`src/rtl/bsz_pkg.sv`:
```
package bsz_pkg;

  localparam int DATA_W = 32;
  localparam int LANES  = DATA_W / 8;

  typedef enum logic [1:0] {
    ST_IDLE  = 2'd0,
    ST_DRIVE = 2'd1,
    ST_GAP   = 2'd2
  } seq_state_t;

  localparam logic [1:0] ACK_WAIT = 2'b00;
  localparam logic [1:0] ACK_P8   = 2'b01;
  localparam logic [1:0] ACK_P16  = 2'b10;
  localparam logic [1:0] ACK_P32  = 2'b11;

  // size code -> byte count (00 stands for four)
  function automatic logic [2:0] siz_bytes(input logic [1:0] s);
    return (s == 2'b00) ? 3'd4 : {1'b0, s};
  endfunction

  // byte count (1..4) -> size code
  function automatic logic [1:0] bytes_siz(input logic [2:0] n);
    return n[1:0];
  endfunction

  // bytes a port of the acknowledged width can take at this offset
  function automatic logic [2:0] accept_cnt(input logic [1:0] ack,
                                            input logic [1:0] off,
                                            input logic [2:0] owed);
    logic [2:0] room;
    case (ack)
      ACK_P32: room = 3'd4 - {1'b0, off};
      ACK_P16: room = 3'd2 - {2'b00, off[0]};
      ACK_P8:  room = 3'd1;
      default: room = 3'd0;
    endcase
    return (owed < room) ? owed : room;
  endfunction

  // which unsent byte index feeds a given lane at a given offset
  function automatic logic [1:0] lane_src(input logic [1:0] lane,
                                          input logic [1:0] off);
    if (lane >= off)
      return lane - off;
    else if (off[1] && (lane[0] >= off[0]))
      return {1'b0, lane[0] & ~off[0]};
    else
      return 2'd0;
  endfunction

endpackage

```
`src/rtl/bsz_lane_mux.sv`:
```
module bsz_lane_mux
  import bsz_pkg::*;
(
  input  logic [DATA_W-1:0] opr,
  input  logic [2:0]        owed,
  input  logic [1:0]        off,
  output logic [DATA_W-1:0] lanes
);

  for (genvar L = 0; L < LANES; L++) begin : g_lane
    logic [1:0]        src;
    logic [7:0]        lane_byte;
    logic [DATA_W-1:0] shifted;
    int                sh_amt;

    always_comb begin
      src       = lane_src(2'(L), off);
      sh_amt    = 0;
      shifted   = '0;
      lane_byte = 8'h00;
      if ({1'b0, src} < owed) begin
        sh_amt    = 8 * (int'(owed) - 1 - int'(src));
        shifted   = opr >> sh_amt;
        lane_byte = shifted[7:0];
      end
    end

    assign lanes[DATA_W-1-8*L -: 8] = lane_byte;
  end

endmodule

```
`src/rtl/bsz_accept.sv`:
```
module bsz_accept
  import bsz_pkg::*;
#(
  parameter int ADDR_W = 32
) (
  input  logic [1:0]        ack,
  input  logic [ADDR_W-1:0] addr,
  input  logic [2:0]        owed,
  output logic [2:0]        taken,
  output logic [2:0]        owed_nxt,
  output logic [ADDR_W-1:0] addr_nxt
);

  always_comb begin
    taken    = accept_cnt(ack, addr[1:0], owed);
    owed_nxt = owed - taken;
    addr_nxt = addr + ADDR_W'(taken);
  end

endmodule

```
`src/rtl/bsz_seq_ctrl.sv`:
```
module bsz_seq_ctrl
  import bsz_pkg::*;
#(
  parameter int ADDR_W = 32
) (
  input  logic              clk,
  input  logic              rst_n,
  input  logic              req_valid,
  input  logic [ADDR_W-1:0] req_addr,
  input  logic [1:0]        req_size,
  input  logic [DATA_W-1:0] req_data,
  input  logic [1:0]        ack,
  input  logic [2:0]        taken,
  input  logic [2:0]        owed_nxt,
  input  logic [ADDR_W-1:0] addr_nxt,
  output logic [ADDR_W-1:0] addr_q,
  output logic [2:0]        owed_q,
  output logic [DATA_W-1:0] opr_q,
  output logic              cyc_on,
  output logic              idle,
  output logic              done
);

  seq_state_t state;

  // named events for the checks
  logic ev_accept;
  logic ev_last;
  assign ev_accept = (state == ST_DRIVE) && (taken != 3'd0);
  assign ev_last   = ev_accept && (owed_nxt == 3'd0);

  assign cyc_on = (state == ST_DRIVE);
  assign idle   = (state == ST_IDLE);

  always_ff @(posedge clk) begin
    if (!rst_n) begin
      state  <= ST_IDLE;
      addr_q <= '0;
      owed_q <= 3'd0;
      opr_q  <= '0;
      done   <= 1'b0;
    end else begin
      done <= 1'b0;
      case (state)
        ST_IDLE: begin
          if (req_valid) begin
            addr_q <= req_addr;
            owed_q <= siz_bytes(req_size);
            opr_q  <= req_data;
            state  <= ST_DRIVE;
          end
        end
        ST_DRIVE: begin
          if (ev_accept) begin
            addr_q <= addr_nxt;
            owed_q <= owed_nxt;
            if (ev_last) begin
              done  <= 1'b1;
              state <= ST_IDLE;
            end else begin
              state <= ST_GAP;
            end
          end
        end
        ST_GAP:  state <= ST_DRIVE;
        default: state <= ST_IDLE;
      endcase
    end
  end

  // strobes drop after every acknowledged cycle
  p_gap_after_ack_r9: assert property (@(posedge clk) disable iff (!rst_n)
    ev_accept |=> !cyc_on);

  // a wait acknowledge holds the cycle unchanged
  p_wait_hold_r6: assert property (@(posedge clk) disable iff (!rst_n)
    (cyc_on && ack == ACK_WAIT) |=> (cyc_on && $stable(addr_q) && $stable(owed_q)));

  // done is a single-clock pulse
  p_done_pulse_r8: assert property (@(posedge clk) disable iff (!rst_n)
    done |=> !done);

  // done only follows an acknowledged final cycle
  p_done_after_ack_r8: assert property (@(posedge clk) disable iff (!rst_n)
    done |-> $past(cyc_on && ack != ACK_WAIT));

  // no strobe while idle
  p_idle_quiet_r1: assert property (@(posedge clk) disable iff (!rst_n)
    idle |-> !cyc_on);

  // an active cycle never owes zero bytes
  p_owed_nonzero_r2: assert property (@(posedge clk) disable iff (!rst_n)
    cyc_on |-> (owed_q != 3'd0 && owed_q <= 3'd4));

endmodule

```
`src/rtl/bsz_write_seq.sv`:
```
module bsz_write_seq
  import bsz_pkg::*;
#(
  parameter int ADDR_W = 32
) (
  input  logic              clk,
  input  logic              rst_n,
  input  logic              req_valid,
  output logic              req_ready,
  input  logic [ADDR_W-1:0] req_addr,
  input  logic [1:0]        req_size,
  input  logic [31:0]       req_data,
  output logic              done,
  output logic [ADDR_W-1:0] bus_addr,
  output logic [1:0]        bus_siz,
  output logic [31:0]       bus_data,
  output logic              bus_as,
  output logic              bus_ds,
  input  logic [1:0]        port_ack
);

  logic [ADDR_W-1:0] addr_q, addr_nxt;
  logic [2:0]        owed_q, owed_nxt, taken;
  logic [DATA_W-1:0] opr_q;
  logic              cyc_on, idle;
  logic [1:0]        ack_eff;

  // an acknowledge only counts during an active cycle
  assign ack_eff = cyc_on ? port_ack : ACK_WAIT;

  bsz_accept #(.ADDR_W(ADDR_W)) u_accept (
    .ack      (ack_eff),
    .addr     (addr_q),
    .owed     (owed_q),
    .taken    (taken),
    .owed_nxt (owed_nxt),
    .addr_nxt (addr_nxt)
  );

  bsz_seq_ctrl #(.ADDR_W(ADDR_W)) u_ctrl (
    .clk       (clk),
    .rst_n     (rst_n),
    .req_valid (req_valid),
    .req_addr  (req_addr),
    .req_size  (req_size),
    .req_data  (req_data),
    .ack       (ack_eff),
    .taken     (taken),
    .owed_nxt  (owed_nxt),
    .addr_nxt  (addr_nxt),
    .addr_q    (addr_q),
    .owed_q    (owed_q),
    .opr_q     (opr_q),
    .cyc_on    (cyc_on),
    .idle      (idle),
    .done      (done)
  );

  bsz_lane_mux u_mux (
    .opr   (opr_q),
    .owed  (owed_q),
    .off   (addr_q[1:0]),
    .lanes (bus_data)
  );

  assign req_ready = idle;
  assign bus_addr  = addr_q;
  assign bus_siz   = bytes_siz(owed_q);
  assign bus_as    = cyc_on;
  assign bus_ds    = cyc_on;

  // a byte acknowledge advances the address by exactly one
  p_byte_step_r5: assert property (@(posedge clk) disable iff (!rst_n)
    (bus_as && port_ack == ACK_P8) |=> (bus_addr == $past(bus_addr) + ADDR_W'(1)));

  // no new request is taken while busy
  p_busy_hold_r8: assert property (@(posedge clk) disable iff (!rst_n)
    (!req_ready && !(bus_as && port_ack != ACK_WAIT)) |=> $stable(bus_addr));

endmodule

```
`config.mk`:
```
export PLATFORM = sky130hd
export DESIGN_NAME = bsz_write_seq
export DESIGN_NICKNAME = d
export VERILOG_FILES = /design/src/rtl/bsz_pkg.sv /design/src/rtl/bsz_lane_mux.sv /design/src/rtl/bsz_accept.sv /design/src/rtl/bsz_seq_ctrl.sv /design/src/rtl/bsz_write_seq.sv
export SDC_FILE = /design/constraint.sdc
export NUM_CORES = 1
export LEC_CHECK = 0
export BUFFER_PORTS_ARGS = -buffer_cell sky130_fd_sc_hd__buf_2
export CORE_MARGIN = 3
export CORE_UTILIZATION = 30
export CTS_CLUSTER_DIAMETER = 50
export DETAILED_ROUTE_END_ITERATION = 10
export PLACE_DENSITY = 0.55
export SETUP_SLACK_MARGIN = 0.3
export SLEW_MARGIN = 5
export SYNTH_ARGS = -nofsm -noshare
export SYNTH_HDL_FRONTEND = slang
export SYNTH_SLANG_ARGS = --single-unit
```
`constraint.sdc`:
```
create_clock -name clk -period 11.8 [get_ports clk]
set_input_delay 2.36 -clock clk [delete_from_list [all_inputs] [get_ports clk]]
set_output_delay 2.36 -clock clk [all_outputs]
set_load 0.02 [all_outputs]
```
==> results of run 1 <==
final cells by class:
class | count | share of cell area [%]
diodes | 1 | 0.03767
clock inverters | 5 | 0.9041
multi-input cells | 494 | 57.36
clock buffers | 11 | 3.503
well taps | 225 | 4.238
inverters | 31 | 1.752
repair buffers | 145 | 11.11
flip-flops and latches | 70 | 21.10
per-stage QoR:
stage	utilization, %	hold slack, ns	std cells
2_1_floorplan	-	0.4625	639
3_3_place_gp	35.95	0.4828	965
3_5_place_dp	35.95	0.4922	965
4_1_cts	37.61	0.4994	981
5_1_grt	37.61	0.5214	981
6_report	37.62	0.5003	982
flip-flops by register name (all words and copies together) (netlist names):
| name | count |
|---|---|
| u_ctrl.addr_q | 32 |
| u_ctrl.done | 1 |
| u_ctrl.opr_q | 32 |
| u_ctrl.owed_q | 3 |
| u_ctrl.state | 2 |
logic make-up after synthesis:
| group | after synthesis |
|---|---|
| simple gates | 249 |
| compound gates | 156 |
| buf+inv | 75 |
| flops | 70 |
| fa+ha+maj | 47 |
| mux | 35 |
| xor+xnor | 7 |
power by group through the flow:
| stage | logic [W] | clock network [W] | registers (W) |
|---|---|---|---|
| 3_5_place_dp | 0.00120 | 0 | 0.000374 |
| 3_3_place_gp | 0.00119 | 0 | 0.000374 |
| 6_report | 0.00118 | 0.000275 | 0.000370 |
| 5_1_grt | 0.00132 | 0.000289 | 0.000381 |
| 4_1_cts | 0.00120 | 0.000280 | 0.000370 |
| 2_1_floorplan | 0.000888 | 0 | 0.000378 |
path summary, 6_finish.rpt:
check | startpoint | to | slack [ns] | cells after the start
max | u_ctrl.addr_q[1]$_SDFFE_PN0P_ | bus_data[20] | 5.22 | 13
min | u_ctrl.opr_q[3]$_SDFFE_PN0P_ | u_ctrl.opr_q[3]$_SDFFE_PN0P_ | 0.50 | 2
max reg2reg | u_ctrl.addr_q[1]$_SDFFE_PN0P_ | u_ctrl.addr_q[26]$_SDFFE_PN0P_ | 6.96 | 16
min reg2reg | u_ctrl.opr_q[3]$_SDFFE_PN0P_ | u_ctrl.opr_q[3]$_SDFFE_PN0P_ | 0.50 | 2
cell usage in the layout (no fill, tap or decap), types with 7 or more instances in the layout:
cell / count
o21ai_0: 25
a21oi_1: 53
a311oi_1: 12
mux4_2: 32
a211oi_1: 14
nand3_1: 10
and3_1: 8
dfxtp_1: 70
nor2b_1: 33
nand2_1: 108
nor2_1: 23
buf_2: 140
nand2b_1: 7
clkbuf_16: 9
ha_1: 41
nor3_1: 17
inv_1: 30
routing by layer:
layer	GRT usage (%)	routed length [um]
met1	25.78	8448
met2	28.21	8264
met3	3.438	1039
met4	5.354	276
met5	0	0
worst min-delay path: cells and delay by family (launching register included):
family | cells | cell delay, ns
simple gates | 1 | 0.06
compound gates | 1 | 0.05
flops | 1 | 0.34
==> results.txt, run 1 <==
Largest net degree at the start of global routing -> 57
Distinct cells, synth -> 70
Post-Syn Area -> 5519 um^2
Setup TNS -> 0 ns
CP Class -> flip-flop to output pin
Row cnt -> 48
DP Wirelength -> 13380 um
Cell area after placement -> 6347 um^2
Total track usage -> 18.18%
Complex-gate fraction of the synthesized area -> 20.02%
Most frequent cell after synthesis -> nand2_1
Die W -> 141.6 um
Period minus WS final -> 6.576 ns
Fill cells -> 1891
Initial core utilization -> 31.26%
Post-synth top area cell -> dfxtp_1
CP Capture Type -> output pin
Mux contribution to synthesized area -> 13.67%
Mean Syn Cell Area -> 8.637 um^2
DRT Wirelength -> 18030 um
XOR/XNOR share of the synthesized area -> 1.111%
Post-CTS Setup Bufs -> 0
H-tree depth -> 3
Post-synth top flop -> dfxtp_1
Cell Chain, Critical Path -> inv_1 -> ha_1 -> inv_1 -> nand2_1 -> o21a_1 -> ha_1 -> fa_1 -> xor2_1 -> a2111oi_0 -> a21oi_1 -> or4_1 -> nor2b_1 -> buf_2
Area grow syn2layout -> 20.36%
Reg area -> 1401 um^2
Clock Latency Late Sink -> 0.34 ns
CP required -> 9.44 ns
#FFs+latches synth -> 70
Most area-consuming cells after synthesis -> dfxtp_1 (25%), mux4_2 (13%), ha_1 (9.3%)
Final hold vios -> 0
# setup viols final -> 0
Power per standard cell area -> 274.8 nW/um^2
Post-Synth Simple-Gate Area -> 22.63%
WL per Instance -> 18.36 um
NetSw -> 0.0008460 W
GPL Wtd Cong -> 0.8523
Slew Limit Fails -> 0
Max clock buf depth -> 2
Routed Antenna Nets -> 0
Fmax -> 152.1 MHz
Clock Skew -> 0.009664 ns
First-pass GRT wire length -> 28990 um
Final worst-path cycle share -> 55.73%
EDFF count, synth -> 0
Share of cells above drive strength 1 -> 27.78%
Die ar. -> 20060 um^2
Pint -> 0.0009793 W
IO Pins -> 141
NumNets Final -> 869
Reg power frac -> 20.2%
TritonCTS Buffers -> 9
Clock power share -> 15.1%
Gr ovfl total -> 0
Static Leak -> 2.693 nW
Antenna violations before repair -> 0
Via density -> 5.418
Hold buffer count at CTS -> 0
1st-pass router iterations -> 5
Worst slew pin tran -> 1.071 ns
Crit-path max FO -> 10
Syn nets -> 757
Worst path arrival time -> 4.22 ns
Worst slew margin -> 28.63%
Yosys warnings -> 0
CP top delay family -> simple AND/OR/NAND/NOR gates
Die span in y -> 141.6 um
CP Launch Type -> flip-flop
# port buffers -> 140
Core box area -> 17660 um^2
Synth Area in Adders -> 11.47%
Run status -> finished, final reports clean
Sw Ratio -> 46.35%
Clock root cell -> clkbuf_16
Post-route design area -> 6643 um^2
Max rail drop VDD -> 0.1162 mV
Drc violations -> 0
Slowest stage delay, CP -> 0.69 ns
Starting DRT DRC Count -> 360
Hold Path Class -> flip-flop to flip-flop
Via count -> 5320
CTS Sinks -> 70
RSZ-0062 raised after global routing -> no
Max Cap Viol -> 0
Area share of the largest cell type after synthesis -> 25.39%
Largest family of logic cells by synthesized area -> simple AND/OR/NAND/NOR gates
Pre-CTS setup slack -> 5.318 ns
Synth cell count leaders -> nand2_1 (109), dfxtp_1 (70), a21oi_1 (53)
CTS tree -> yes
Async set-or-reset flop fraction in the synthesized netlist -> 0%
Multi-input logic area -> 3810 um^2
Post-CTS Resized -> 0
Vias in the first global route -> 5264
Overall power -> 0.001825 W
Logic pwr share -> 64.7%
Worst path slowest cell -> or4_1
Seq/Total Area, Yosys -> 25.39%
Final worst slack -> 5.224 ns
Clock slew at reported path FFs -> 0.06 ns
Post-synthesis cell count -> 639
Buf/Inv on CP -> 3
(Power assumes the default switching activity.)
==> inputs of run 2 (changes only) <==
clock period = 6.82 ns   (was 11.8 ns; I/O delays follow)
==> run 2 against run 1 <==
Net effect: combinational power increased by 74%; highest routed layer is now met5; critical endpoint is now bus_data[19]; via count is essentially flat; clock power up 93%; cell count unchanged; core utilization is 0.26 points higher; die area stayed put; power rose by 76%; critical path depth is the same; register-to-register slack lost 4.6 ns; cell area rose by 0.70%; first-iteration DRC count is 8.3% higher.
==> results.txt, run 2 (synthesis results as in run 1) <==
CP Capture Type -> output pin (unchanged)
Power per standard cell area -> 481.3 nW/um^2 (was 274.8 nW/um^2)
Post-CTS Setup Bufs -> 0 (unchanged)
CTS tree -> yes (unchanged)
Row cnt -> 48 (unchanged)
DP Wirelength -> 13230 um (was 13380 um)
Share of cells above drive strength 1 -> 28.14% (was 27.78%)
Die span in y -> 141.6 um (unchanged)
GPL Wtd Cong -> 0.8295 (was 0.8523)
Clock slew at reported path FFs -> 0.06 ns (about the same)
Grt met3 use -> 3.741% (was 3.438%)
Antenna violations before repair -> 2 (was 0)
Ant diodes -> 0 (was 1)
Grt met1 use -> 24.76% (was 25.78%)
Setup TNS -> 0 ns (unchanged)
Max rail drop VDD -> 0.2491 mV (was 0.1162 mV)
Overall power -> 0.003219 W (was 0.001825 W)
Cell Chain, Critical Path -> inv_1 -> ha_1 -> inv_1 -> nand2_1 -> o21a_1 -> ha_1 -> fa_1 -> xor2_1 -> a2111oi_0 -> a21oi_1 -> or4_1 -> nor2b_1 -> buf_2 (unchanged)
CTS Sinks -> 70 (unchanged)
Clock root cell -> clkbuf_16 (unchanged)
Largest registers -> u_ctrl.addr_q x32, u_ctrl.opr_q x32, u_ctrl.owed_q x3 (unchanged)
CP Class -> flip-flop to output pin (unchanged)
Crit-path max FO -> 10 (unchanged)
Largest net degree at the start of global routing -> 57 (unchanged)
RSZ-0062 raised after global routing -> no (unchanged)
Total track usage -> 17.92% (was 18.18%)
Routed Antenna Nets -> 0 (unchanged)
Util after Layout -> 37.88% (was 37.62%)
Non-Filler Instances -> 982 (unchanged)
# setup viols final -> 0 (unchanged)
H-tree depth -> 3 (unchanged)
Clock Skew -> 0.007812 ns (was 0.009664 ns)
Final hold vios -> 0 (unchanged)
Placed Cells -> 966 (was 965)
WL per Instance -> 18.19 um (was 18.36 um)
Met2 Use GR -> 28.41% (was 28.21%)
Gr ovfl total -> 0 (unchanged)
Die W -> 141.6 um (unchanged)
Fill cells -> 1895 (was 1891)
Initial core utilization -> 31.26% (unchanged)
Clock Latency Late Sink -> 0.34 ns (about the same)
# port buffers -> 140 (unchanged)
Most frequent cells in the layout -> buf_2 (140), nand2_1 (108), dfxtp_1 (70), a21oi_1 (53), ha_1 (41) (unchanged)
Core box area -> 17660 um^2 (unchanged)
Period minus WS final -> 5.536 ns
IO Pins -> 141 (unchanged)
Most common cell after layout, fill and taps aside -> buf_2 (unchanged)
NumNets Final -> 870 (was 869)
Via density -> 5.414 (was 5.418)
GRT busiest layer -> met2 (unchanged)
First-pass GRT wire length -> 28460 um (was 28990 um)
Worst slew margin -> 28.11% (was 28.63%)
CP Launch Type -> flip-flop (unchanged)
Die ar. -> 20060 um^2 (unchanged)
Area grow syn2layout -> 21.20% (was 20.36%)
Hold buffer count at CTS -> 0 (unchanged)
DRT Wirelength -> 17870 um (was 18030 um)
Max clock buf depth -> 2 (unchanged)
Vias in the first global route -> 5249 (was 5264)
Hold Path Class -> flip-flop to flip-flop (unchanged)
Starting DRT DRC Count -> 390 (was 360)
Fmax -> 180.7 MHz
TritonCTS Buffers -> 9 (unchanged)
Run status -> finished, final reports clean (unchanged)
Worst path arrival time -> 4.17 ns (was 4.22 ns)
Worst path slowest cell -> or4_1 (unchanged)
Worst slew pin tran -> 1.078 ns (was 1.071 ns)
Slowest stage delay, CP -> 0.67 ns (was 0.69 ns)
Max Cap Viol -> 0 (unchanged)
1st-pass router iterations -> 5 (unchanged)
Drc violations -> 0 (unchanged)
Post-CTS Resized -> 0 (unchanged)
Static Leak -> 2.720 nW (was 2.693 nW)
Via count -> 5317 (was 5320)
CP required -> 5.46 ns (was 9.44 ns)
Final worst-path cycle share -> 81.17%
Slew Limit Fails -> 0 (unchanged)
run 2: cell types whose count changed in the layout (fill, tap and decap cells not counted):
cell       previous run  this run
diode_2               1         0
buf_4                 5         6
bufinv_16             1         2
clkbuf_8              0         2
clkbuf_1              2         0
clkinv_4              2         1
run 2: report_power, final:
group | switching, W | internal, W
Combinational | 0.00113 | 0.000917
Sequential | 0.000148 | 0.000494
Clock | 0.000190 | 0.000340
run 2: per-stage QoR:
step	area [um^2]	worst slack, ns	hold WS (ns)
2_1_floorplan	5519	1.962	0.4625
4_1_cts	6689	1.240	0.4922
3_5_place_dp	6355	1.624	0.4849
3_3_place_gp	6355	1.643	0.4830
5_1_grt	6689	0.9902	0.5245
6_report	6689	1.284	0.4952
run 2: per-layer routing:
| metal | wire length, um | share of wire (%) |
|---|---|---|
| met5 | 21 | 0.12 |
| met4 | 297 | 1.7 |
| met3 | 806 | 4.5 |
| met2 | 8219 | 46 |
| met1 | 8521 | 48 |
run 2: cell type report:
type	instances	area (um^2)	share of cell area, %
timing repair buffer	146	745.7	11.15
multi-input combinational	494	3810	56.96
tap	225	281.5	4.209
clock buffer	11	252.7	3.779
inverter	31	116.4	1.740
clock inverter	5	81.33	1.216
sequential	70	1401	20.95
run 2: path summary, 6_finish.rpt:
check / start / end / slack, ns / cells after the start
max: u_ctrl.addr_q[1]$_SDFFE_PN0P_ / bus_data[19] / 1.28 / 13
min reg2reg: u_ctrl.opr_q[4]$_SDFFE_PN0P_ / u_ctrl.opr_q[4]$_SDFFE_PN0P_ / 0.50 / 2
max reg2reg: u_ctrl.addr_q[1]$_SDFFE_PN0P_ / u_ctrl.addr_q[16]$_SDFFE_PN0P_ / 2.35 / 16
min: u_ctrl.opr_q[4]$_SDFFE_PN0P_ / u_ctrl.opr_q[4]$_SDFFE_PN0P_ / 0.50 / 2
run 2: worst max-delay path: cells and delay by family (launching register included):
kind	cells	cell delay, ns
AND/OR/NAND/NOR	3	0.96
flip-flops	1	0.62
buffers and inverters	3	0.48
AO/OA/AOI/OAI	3	0.70
XOR/XNOR	1	0.19
adder cells (fa/ha/maj)	3	0.89
==> inputs of run 3 (changes only) <==
PLACE_DENSITY = 0.57   (was 0.55)
clock period = 4.7 ns   (was 6.82 ns; I/O delays follow)
==> run 3 against run 2 <==
Net effect: worst hold slack got worse by 0.0014 ns; highest routed layer is now met4; power rose by 47%; sequential cell count did not move; sequential share of layout area fell by 0.37 points; clock-buffer cell count rose by 2; first-iteration DRC count fell by 12%; register-to-register slack got worse by 1.6 ns; sequential power rose by 38%; clock power rose by 21%; combinational power rose by 56%; die area did not move; largest cell class unchanged; worst setup slack got worse by 0.83 ns.
==> results.txt, run 3 (synthesis results as in run 1) <==
Static Leak -> 2.766 nW (was 2.720 nW)
Die W -> 141.6 um (unchanged)
Clock root cell -> clkbuf_16 (unchanged)
Area grow syn2layout -> 23.83% (was 21.20%)
Die ar. -> 20060 um^2 (unchanged)
1st-pass router iterations -> 5 (unchanged)
Clock slew at reported path FFs -> 0.05 ns (was 0.06 ns)
Via density -> 5.394 (was 5.414)
Most common cell after layout, fill and taps aside -> buf_2 (unchanged)
DRT Wirelength -> 18090 um (was 17870 um)
Fill cells -> 1918 (was 1895)
Routed Antenna Nets -> 0 (unchanged)
Pre-CTS setup slack -> 0.2077 ns (was 1.624 ns)
Largest net degree at the start of global routing -> 56 (was 57)
Run status -> finished, final reports clean (unchanged)
Core box area -> 17660 um^2 (unchanged)
Multi-input logic area -> 3879 um^2 (was 3810 um^2)
CTS tree -> yes (unchanged)
Register-to-Register Setup Slack -> 0.74 ns (was 2.35 ns)
Largest registers -> u_ctrl.addr_q x32, u_ctrl.opr_q x32, u_ctrl.owed_q x3 (unchanged)
Overall power -> 0.004720 W (was 0.003219 W)
Max rail drop VDD -> 0.5357 mV (was 0.2491 mV)
Hold Path Class -> flip-flop to flip-flop (unchanged)
Clock Latency Late Sink -> 0.34 ns (about the same)
H-tree depth -> 3 (unchanged)
RSZ-0062 raised after global routing -> yes (was no)
Die span in y -> 141.6 um (unchanged)
Setup TNS -> 0 ns (unchanged)
First-pass GRT wire length -> 28350 um (was 28460 um)
Reg area -> 1406 um^2 (was 1401 um^2)
Antenna violations before repair -> 0 (was 2)
CTS Sinks -> 70 (unchanged)
Drc violations -> 0 (unchanged)
Power per standard cell area -> 690.7 nW/um^2 (was 481.3 nW/um^2)
Most frequent cells in the layout -> buf_2 (134), nand2_1 (107), dfxtp_1 (68), a21oi_1 (53), ha_1 (38) (was buf_2 (140), nand2_1 (108), dfxtp_1 (70), a21oi_1 (53), ha_1 (41))
Slew Limit Fails -> 0 (unchanged)
Initial core utilization -> 31.26% (unchanged)
Final worst slack -> 0.4499 ns (was 1.284 ns)
CP Launch Type -> flip-flop (unchanged)
Clock Skew -> 0.006903 ns (was 0.007812 ns)
Grt met1 use -> 24.83% (was 24.76%)
Grt met3 use -> 3.438% (was 3.741%)
Share of cells above drive strength 1 -> 31.44% (was 28.14%)
R2R depth -> 16 (unchanged)
Max clock buf depth -> 2 (unchanged)
Final hold vios -> 0 (unchanged)
Worst slew margin -> 52.50% (was 28.11%)
TritonCTS Buffers -> 9 (unchanged)
IO Pins -> 141 (unchanged)
Cell area after placement -> 6431 um^2 (was 6355 um^2)
# setup viols final -> 0 (unchanged)
Via count -> 5383 (was 5317)
Hold buffer count at CTS -> 0 (unchanged)
GPL Wtd Cong -> 0.8229 (was 0.8295)
Post-route design area -> 6834 um^2 (was 6689 um^2)
# port buffers -> 140 (unchanged)
NumNets Final -> 886 (was 870)
Period minus WS final -> 4.250 ns
Starting DRT DRC Count -> 344 (was 390)
CP Class -> flip-flop to output pin (unchanged)
Ant diodes -> 0 (unchanged)
Worst path arrival time -> 3.31 ns (was 4.17 ns)
Total track usage -> 17.73% (was 17.92%)
CP Capture Type -> output pin (unchanged)
WL per Instance -> 18.12 um (was 18.19 um)
Met2 Use GR -> 27.83% (was 28.41%)
Max Cap Viol -> 0 (unchanged)
GRT busiest layer -> met2 (unchanged)
Fmax -> 235.3 MHz
CP required -> 3.76 ns (was 5.46 ns)
Crit-path max FO -> 9 (was 10)
Gr ovfl total -> 0 (unchanged)
DP Wirelength -> 13430 um (was 13230 um)
Row cnt -> 48 (unchanged)
Vias in the first global route -> 5163 (was 5249)
Worst slew pin tran -> 0.7082 ns (was 1.078 ns)
Hold path cells -> 2 (unchanged)
Final worst-path cycle share -> 90.43%
## run 3: final timing paths
check	start	endpoint
max	u_ctrl.addr_q[1]$_SDFFE_PN0P_	bus_data[20]
min	u_ctrl.opr_q[27]$_SDFFE_PN0P_	u_ctrl.opr_q[27]$_SDFFE_PN0P_
max reg2reg	u_ctrl.addr_q[0]$_SDFFE_PN0P_	u_ctrl.addr_q[31]$_SDFFE_PN0P_
min reg2reg	u_ctrl.opr_q[27]$_SDFFE_PN0P_	u_ctrl.opr_q[27]$_SDFFE_PN0P_
## run 3: final cells by class
| cell class | instances | area share, % |
|---|---|---|
| Multi-Input combinational cell | 494 | 56.76 |
| Sequential cell | 70 | 20.58 |
| Timing Repair Buffer | 162 | 12.89 |
| Tap cell | 225 | 4.119 |
| Clock buffer | 13 | 3.662 |
| Inverter | 31 | 1.703 |
| Clock inverter | 3 | 0.2929 |
## run 3: stage by stage
stage | instances | hold slack (ns) | utilization, %
after global routing | 998 | 0.5256 | 38.70
after global placement | 976 | 0.4826 | 36.42
after CTS | 995 | 0.4939 | 38.17
after floorplan | 639 | 0.4625 | -
final | 998 | 0.4937 | 38.70
after detailed placement | 976 | 0.4831 | 36.42
## run 3: per-layer routing
layer | vias to the layer above | share of wire [%]
li1 | 2609 | -
met1 | 2600 | 46
met2 | 158 | 47
met3 | 16 | 5.4
met4 | 0 | 1.6
met5 | - | 0
## run 3: report_power, final
group,total (W),switching [W],internal [W]
logic,0.00319,0.00173,0.00147
registers,0.000889,0.000168,0.000721
clock network,0.000639,0.000267,0.000371
## run 3: worst max-delay path: stages (launching register included)
cell	delay, ns
dfxtp_2	0.32
buf_4	0.18
ha_1	0.18
o21a_1	0.21
ha_2	0.19
fa_2	0.38
xor2_2	0.20
a2111oi_2	0.33
a21oi_1	0.09
or4_4	0.59
nor2b_1	0.16
buf_4	0.16
## run 3: repair_timing
item | CTS | global route
endpoints found under the setup margin | 32 | 34
buffers inserted | 3 | 3
endpoints found under the hold margin | 0 | 0
resized for setup | 7 | 19
pin swaps | 5 | 3
